--- src/rtl/adc_seq_pkg.sv ---
package adc_seq_pkg;
  localparam int unsigned ADDR_W  = 4;
  localparam int unsigned LAST_CH = 10;
  localparam int unsigned LAST_TST = 13;
  localparam int unsigned PD_ADDR = 14;

  typedef enum logic [1:0] {
    K_ANALOG,
    K_TEST,
    K_PDOWN,
    K_RSVD
  } addr_kind_e;

  function automatic addr_kind_e kind_of(input logic [ADDR_W-1:0] a);
    if (a <= ADDR_W'(LAST_CH))       return K_ANALOG;
    else if (a <= ADDR_W'(LAST_TST)) return K_TEST;
    else if (a == ADDR_W'(PD_ADDR))  return K_PDOWN;
    else                             return K_RSVD;
  endfunction
endpackage

--- src/rtl/adc_seq_sync.sv ---
module adc_seq_sync #(
  parameter int unsigned W = 3,
  parameter logic [W-1:0] RST_VAL = '0
) (
  input  logic         clk_i,
  input  logic         rst_ni,
  input  logic [W-1:0] d_i,
  output logic [W-1:0] lvl_o,
  output logic [W-1:0] rise_o,
  output logic [W-1:0] fall_o
);
  logic [W-1:0] s1_q, s2_q, s3_q;

  always_ff @(posedge clk_i or negedge rst_ni) begin
    if (!rst_ni) begin
      s1_q <= RST_VAL;
      s2_q <= RST_VAL;
      s3_q <= RST_VAL;
    end else begin
      s1_q <= d_i;
      s2_q <= s1_q;
      s3_q <= s2_q;
    end
  end

  assign lvl_o  = s2_q;
  assign rise_o = s2_q & ~s3_q;
  assign fall_o = ~s2_q & s3_q;
endmodule

--- src/rtl/adc_seq_frame.sv ---
module adc_seq_frame #(
  parameter int unsigned FRAME_LEN = 12,
  parameter int unsigned ADDR_W    = 4
) (
  input  logic              clk_i,
  input  logic              rst_ni,
  input  logic              cs_fall_i,
  input  logic              cs_rise_i,
  input  logic              sck_rise_i,
  input  logic              sck_fall_i,
  input  logic              sdi_i,
  input  logic              busy_i,
  output logic [ADDR_W-1:0] addr_o,
  output logic              addr_stb_o,
  output logic              end_stb_o,
  output logic              active_o,
  output logic              ign_o
);
  localparam int unsigned CW = $clog2(FRAME_LEN + 1);

  logic [CW-1:0] rcnt_q, fcnt_q;

  always_ff @(posedge clk_i or negedge rst_ni) begin
    if (!rst_ni) begin
      addr_o     <= '0;
      addr_stb_o <= 1'b0;
      end_stb_o  <= 1'b0;
      active_o   <= 1'b0;
      ign_o      <= 1'b0;
      rcnt_q     <= '0;
      fcnt_q     <= '0;
    end else begin
      addr_stb_o <= 1'b0;
      end_stb_o  <= 1'b0;
      if (cs_fall_i) begin
        active_o <= 1'b1;
        ign_o    <= busy_i;
        rcnt_q   <= '0;
        fcnt_q   <= '0;
      end else if (cs_rise_i) begin
        active_o <= 1'b0;
      end else if (active_o) begin
        if (sck_rise_i && rcnt_q < CW'(ADDR_W)) begin
          addr_o <= {addr_o[ADDR_W-2:0], sdi_i};
          rcnt_q <= rcnt_q + 1'b1;
        end
        if (sck_fall_i) begin
          fcnt_q <= fcnt_q + 1'b1;
          if (fcnt_q == CW'(ADDR_W - 1) && !ign_o) addr_stb_o <= 1'b1;
          if (fcnt_q == CW'(FRAME_LEN - 1)) begin
            active_o <= 1'b0;
            if (!ign_o) end_stb_o <= 1'b1;
          end
        end
      end
    end
  end
endmodule

--- src/rtl/adc_seq_obuf.sv ---
module adc_seq_obuf #(
  parameter int unsigned DATA_W = 12
) (
  input  logic              clk_i,
  input  logic              rst_ni,
  input  logic              load_i,
  input  logic [DATA_W-1:0] load_data_i,
  input  logic              start_i,
  input  logic              shift_i,
  input  logic              en_i,
  output logic              sdo_o
);
  logic [DATA_W-1:0] buf_q, sh_q;

  always_ff @(posedge clk_i or negedge rst_ni) begin
    if (!rst_ni) begin
      buf_q <= '0;
      sh_q  <= '0;
    end else begin
      if (load_i) buf_q <= load_data_i;
      if (start_i)      sh_q <= buf_q;
      else if (shift_i) sh_q <= {sh_q[DATA_W-2:0], 1'b0};
    end
  end

  assign sdo_o = en_i & sh_q[DATA_W-1];
endmodule

--- src/rtl/adc_seq_ctrl.sv ---
module adc_seq_ctrl
  import adc_seq_pkg::*;
#(
  parameter int unsigned DATA_W    = 12,
  parameter int unsigned FRAME_LEN = 12
) (
  input  logic              clk_i,
  input  logic              rst_ni,
  input  logic              sclk_i,
  input  logic              cs_ni,
  input  logic              sdi_i,
  output logic              sdo_o,
  output logic              sample_o,
  output logic              hold_o,
  output logic [ADDR_W-1:0] chan_o,
  output logic              conv_req_o,
  input  logic              conv_done_i,
  input  logic [DATA_W-1:0] conv_data_i,
  output logic              busy_o,
  output logic              pd_o,
  output logic              err_o
);
  localparam logic [DATA_W-1:0] CODE_MID  = DATA_W'(1) << (DATA_W - 1);
  localparam logic [DATA_W-1:0] CODE_ZERO = '0;
  localparam logic [DATA_W-1:0] CODE_FULL = '1;

  logic [2:0] lvl, rise, fall;
  logic       cs_fall, cs_rise, sck_rise, sck_fall;
  logic [ADDR_W-1:0] addr;
  logic       addr_stb, end_stb, active, ign;
  addr_kind_e kind;
  logic [DATA_W-1:0] test_code, load_data;
  logic       test_load, done_load;
  logic       unused_sync;

  adc_seq_sync #(.W(3), .RST_VAL(3'b100)) u_sync (
    .clk_i, .rst_ni,
    .d_i    ({cs_ni, sclk_i, sdi_i}),
    .lvl_o  (lvl),
    .rise_o (rise),
    .fall_o (fall)
  );

  assign cs_fall  = fall[2];
  assign cs_rise  = rise[2];
  assign sck_rise = rise[1];
  assign sck_fall = fall[1];
  assign unused_sync = ^{lvl[2:1], rise[0], fall[0]};

  adc_seq_frame #(.FRAME_LEN(FRAME_LEN), .ADDR_W(ADDR_W)) u_frame (
    .clk_i, .rst_ni,
    .cs_fall_i  (cs_fall),
    .cs_rise_i  (cs_rise),
    .sck_rise_i (sck_rise),
    .sck_fall_i (sck_fall),
    .sdi_i      (lvl[0]),
    .busy_i     (busy_o),
    .addr_o     (addr),
    .addr_stb_o (addr_stb),
    .end_stb_o  (end_stb),
    .active_o   (active),
    .ign_o      (ign)
  );

  assign kind  = kind_of(addr);
  assign err_o = ign;

  always_comb begin
    unique case (addr)
      ADDR_W'(LAST_CH + 1): test_code = CODE_MID;
      ADDR_W'(LAST_CH + 2): test_code = CODE_ZERO;
      default:              test_code = CODE_FULL;
    endcase
  end

  // sample_o high means this frame carried a channel or self-test address
  assign test_load = end_stb & sample_o & (kind == K_TEST);
  assign done_load = busy_o & conv_done_i;
  assign load_data = test_load ? test_code : conv_data_i;

  always_ff @(posedge clk_i or negedge rst_ni) begin
    if (!rst_ni) begin
      pd_o       <= 1'b1;
      busy_o     <= 1'b0;
      sample_o   <= 1'b0;
      hold_o     <= 1'b0;
      conv_req_o <= 1'b0;
      chan_o     <= '0;
    end else begin
      hold_o     <= 1'b0;
      conv_req_o <= 1'b0;
      if (addr_stb) begin
        unique case (kind)
          K_PDOWN:  pd_o <= 1'b1;
          K_ANALOG: begin pd_o <= 1'b0; sample_o <= 1'b1; chan_o <= addr; end
          K_TEST:   begin pd_o <= 1'b0; sample_o <= 1'b1; end
          default:  ;
        endcase
      end
      if (end_stb) begin
        sample_o <= 1'b0;
        if (sample_o) begin
          hold_o <= 1'b1;
          if (kind == K_ANALOG) begin
            conv_req_o <= 1'b1;
            busy_o     <= 1'b1;
          end
        end
      end else if (cs_rise) begin
        sample_o <= 1'b0;
      end
      if (done_load) busy_o <= 1'b0;
    end
  end

  adc_seq_obuf #(.DATA_W(DATA_W)) u_obuf (
    .clk_i, .rst_ni,
    .load_i      (test_load | done_load),
    .load_data_i (load_data),
    .start_i     (cs_fall),
    .shift_i     (sck_fall & active),
    .en_i        (active),
    .sdo_o
  );
endmodule

--- config.mk ---
export PLATFORM = sky130hd
export DESIGN_NAME = adc_seq_ctrl
export DESIGN_NICKNAME = d
export VERILOG_FILES = /design/src/rtl/adc_seq_pkg.sv /design/src/rtl/adc_seq_sync.sv /design/src/rtl/adc_seq_frame.sv /design/src/rtl/adc_seq_obuf.sv /design/src/rtl/adc_seq_ctrl.sv
export SDC_FILE = /design/constraint.sdc
export NUM_CORES = 1
export LEC_CHECK = 0
export ABC_AREA = 1
export BUFFER_PORTS_ARGS = -buffer_cell sky130_fd_sc_hd__buf_2
export CORE_MARGIN = 2
export CORE_UTILIZATION = 60
export CTS_BUF_LIST = sky130_fd_sc_hd__clkbuf_4 sky130_fd_sc_hd__clkbuf_8
export CTS_CLUSTER_SIZE = 40
export DETAILED_ROUTE_END_ITERATION = 10
export PLACE_DENSITY_LB_ADDON = 0.2
export RECOVER_POWER = 25
export SLEW_MARGIN = 30
export SYNTH_ARGS = -nofsm -noshare
export SYNTH_HDL_FRONTEND = slang
export SYNTH_SLANG_ARGS = --single-unit
--- constraint.sdc ---
create_clock -name clk_i -period 2.3 [get_ports clk_i]
set_input_delay 0.345 -clock clk_i [delete_from_list [all_inputs] [get_ports clk_i]]
set_output_delay 0.345 -clock clk_i [all_outputs]
set_load 0.02 [all_outputs]
==> metrics <==
CTS tree built; setup violators final 0; Worst Setup End Kind flip-flop; Max FO, Critical Path 18; vias in the first global route between 1500 and 2000; critical path cell sequence inv_1 > ha_1 > inv_1 > buf_4 > nand2_1 > nand2_1 > inv_1 > nand2_1 > nand2_1; status complete, no violations; hold buffer count at cts 0; skew final between 6 and 7 ps; top post-synthesis cells by count 100 x nand2_1, 53 x dfrtp_1, 27 x inv_1, 18 x nand3_1, 17 x o21ai_0; Cell Rows 23; RR Endpoint u_frame.rcnt_q[0]; hold depth 1; gpl congestion 0.7990; Clock Sinks 57; worst path buffer plus inverter count 4; CTS H-tree depth 3; final hold slack around 110 ps; PwrDens 881.2 mW/mm^2; Max-Cap Viols 0; Hold Violations, Final 0; Leak Pwr ~1.5 nW; Die Span X 68.44 um; Tcrit/Tclk final 0.8263; Synth area leader dfrtp_1; Mapped Cells 279; area grow syn2layout 15.07%; first-pass GRT wire length between 7000 and 8000 um; grt ovf 0; Via density 5.237; Min-Delay Endpoint u_sync.s1_q[2]; worst reg-to-reg path cell count 9; Slew HR 0.1219; port bufs 28; ys async rst share 1.000; CTS root buf clkbuf_8; Avg WL per Cell ~13 um; Setup Fix Bufs, Post-CTS 0; setup TNS after final layout 0 ps; RSZ-0062 raised after global routing no; Total GRT Usage 0.2398; starting density of the core 0.6228; Initial DRT Pass Iterations 4; worst-margin pin slew 1317 ps; FF+latch count, synth 57; RR Startpoint u_sync.lvl_o[2]; critical path startpoint category flip-flop; ratio of cells with drive above 1 in the final layout 0.1767; total CTS buffers 9; antenna viol nets, final 0; critical path class flip-flop to flip-flop; worst min-delay path startpoint cs_ni; Worst EP required 2530 ps; DRT Wirelength 4609 um; Post-Place Cells 351; CTS clk-pin slew, worst paths 70 ps; clock latency on the worst-skew pair around 340 ps; Synth area leaders dfrtp_1 53%, nand2_1 15%, dfstp_2 4.2%; Clock Path Buffers 2; via count approximately 1900; Tmin final 1900 ps; Core Box Area 0.004000 sq mm; # IOs 29; initial antenna violation count 0; top-count cell post-synth nand2_1; peak supply drop between 0.4 and 0.5 mV; CP max stage delay 550 ps; Max stage delay cell, worst path dfstp_1; Iteration-0 DRC Markers 128; mean area per synthesized cell 8.929 sq um; largest net degree at the start of global routing 35; Post-Syn Nets 301; fmax 526.2 MHz; final cell count without fillers 367; Worst EP arrival 2130 ps; top-area cell type share of the netlist area 0.5324; HPWL Detailed ~3200 um; count of pins over their slew limit 0; synth warn 0; cell mode on critical path nand2_1; CTS resizes 0; number of remaining DRC errors 0; Cell Area, Synth approximately 0.0025 sq mm; die area 0.004683 sq mm; Final Net Count around 330; Die Ht 68.44 um; EDFF count, synth 0; Yosys cell types 31; ys flop type dfrtp_1; crit-path leading delay family buffers and inverters; sequential fraction of the synthesis area 0.5746; Hold Crit Class input pin to flip-flop; r2r setup slk 400 ps; Antenna Diode Count 0
## cell type report
class / count / area, sq um
fillers: 343 / 1134
repair buffers: 31 / 173.9
well taps: 50 / 62.56
clock buffers: 13 / 160.2
flip-flops and latches: 57 / 1431
multi-input cells: 186 / 897.1
inverters: 27 / 101.3
clock inverters: 3 / 40.04
## metal layers
layer / track usage / vias to the layer above / wire length [um]
met1: 0.3052 / 909 / 2264
met4: 0.07750 / 0 / 39
li1: - / 965 / -
met5: 0 / - / 0
met3: 0.1069 / 5 / 211
met2: 0.3666 / 43 / 2094
## registers in the layout, indices dropped and copies added (netlist names), 2 cells and up
signal          cells
u_sync.s3_q         2
u_sync.lvl_o        3
u_frame.fcnt_q      4
u_frame.addr_o      4
u_sync.s1_q         3
chan_o              4
u_obuf.buf_q       12
u_obuf.sh_q        12
u_frame.rcnt_q      4
## cell usage in the layout, fill, tap and decap left out, types with 2 or more instances in the layout
cell	count
nand3_1	18
o21a_1	3
buf_2	27
nor2_1	10
clkbuf_8	10
nand4_1	5
a21oi_1	3
clkinv_2	2
o21ai_0	17
inv_1	27
nor4_1	2
o211ai_1	3
ha_1	4
dfrtp_1	53
buf_4	2
a31oi_1	6
nor3_1	2
nand2_1	100
clkbuf_4	3
dfstp_2	3
nand2_2	3
## report_power, final
| part | total, mW | internal (mW) | switching, mW |
|---|---|---|---|
| sequential | 1.24 | 1.14 | 0.104 |
| clock | 0.948 | 0.563 | 0.385 |
| combinational | 0.338 | 0.135 | 0.203 |
| total | 2.53 | 1.83 | 0.692 |
## metrics by stage
| stage | power (mW) | instance area [sq um] | setup slack (ps) | utilization |
|---|---|---|---|---|
| after global placement | 1.584 | 2668 | 485.0 | 0.6669 |
| after floorplan | 1.479 | 2491 | 855.4 | - |
| after detailed placement | 1.596 | 2668 | 418.3 | 0.6669 |
| final | 2.526 | 2867 | 399.6 | 0.7166 |
| after CTS | 2.551 | 2868 | 399.4 | 0.7169 |
| after global routing | 2.664 | 2867 | 213.1 | 0.7166 |
## how the worst max path moves through the flow
stage	start	slack (ps)	cells after the start	endpoint
final	u_sync.lvl_o[2]	400	9	u_frame.rcnt_q[0]
after global routing	u_sync.lvl_o[2]	210	7	u_frame.fcnt_q[0]
after CTS	u_sync.s3_q[2]	400	6	u_frame.fcnt_q[3]
after detailed placement	u_sync.s3_q[2]	420	6	u_frame.fcnt_q[3]
after global placement	u_sync.lvl_o[2]	490	9	u_frame.rcnt_q[0]
after floorplan	u_sync.lvl_o[2]	860	7	u_obuf.sh_q[6]
## kinds of logic (layout without fill, tap and decap cells)
logic type / count (synthesis) / after routing / share of synthesized area
adder cells (fa/ha/maj): 4 / 4 / 0.02009
buffers and inverters: 36 / 74 / 0.06530
AO/OA/AOI/OAI: 35 / 35 / 0.08237
flip-flops: 57 / 57 / 0.5746
AND/OR/NAND/NOR: 144 / 144 / 0.2466
multiplexers: 1 / 1 / 0.004018
XOR/XNOR: 2 / 2 / 0.007033
## worst register-to-register path, delay by kind of cell (launching register included)
family	cells	cell delay (ps)
adder cells (fa/ha/maj)	1	330
buffers and inverters	4	590
flip-flops	1	550
AND/OR/NAND/NOR	4	310
Note: power is estimated with default switching activity, not from simulation.
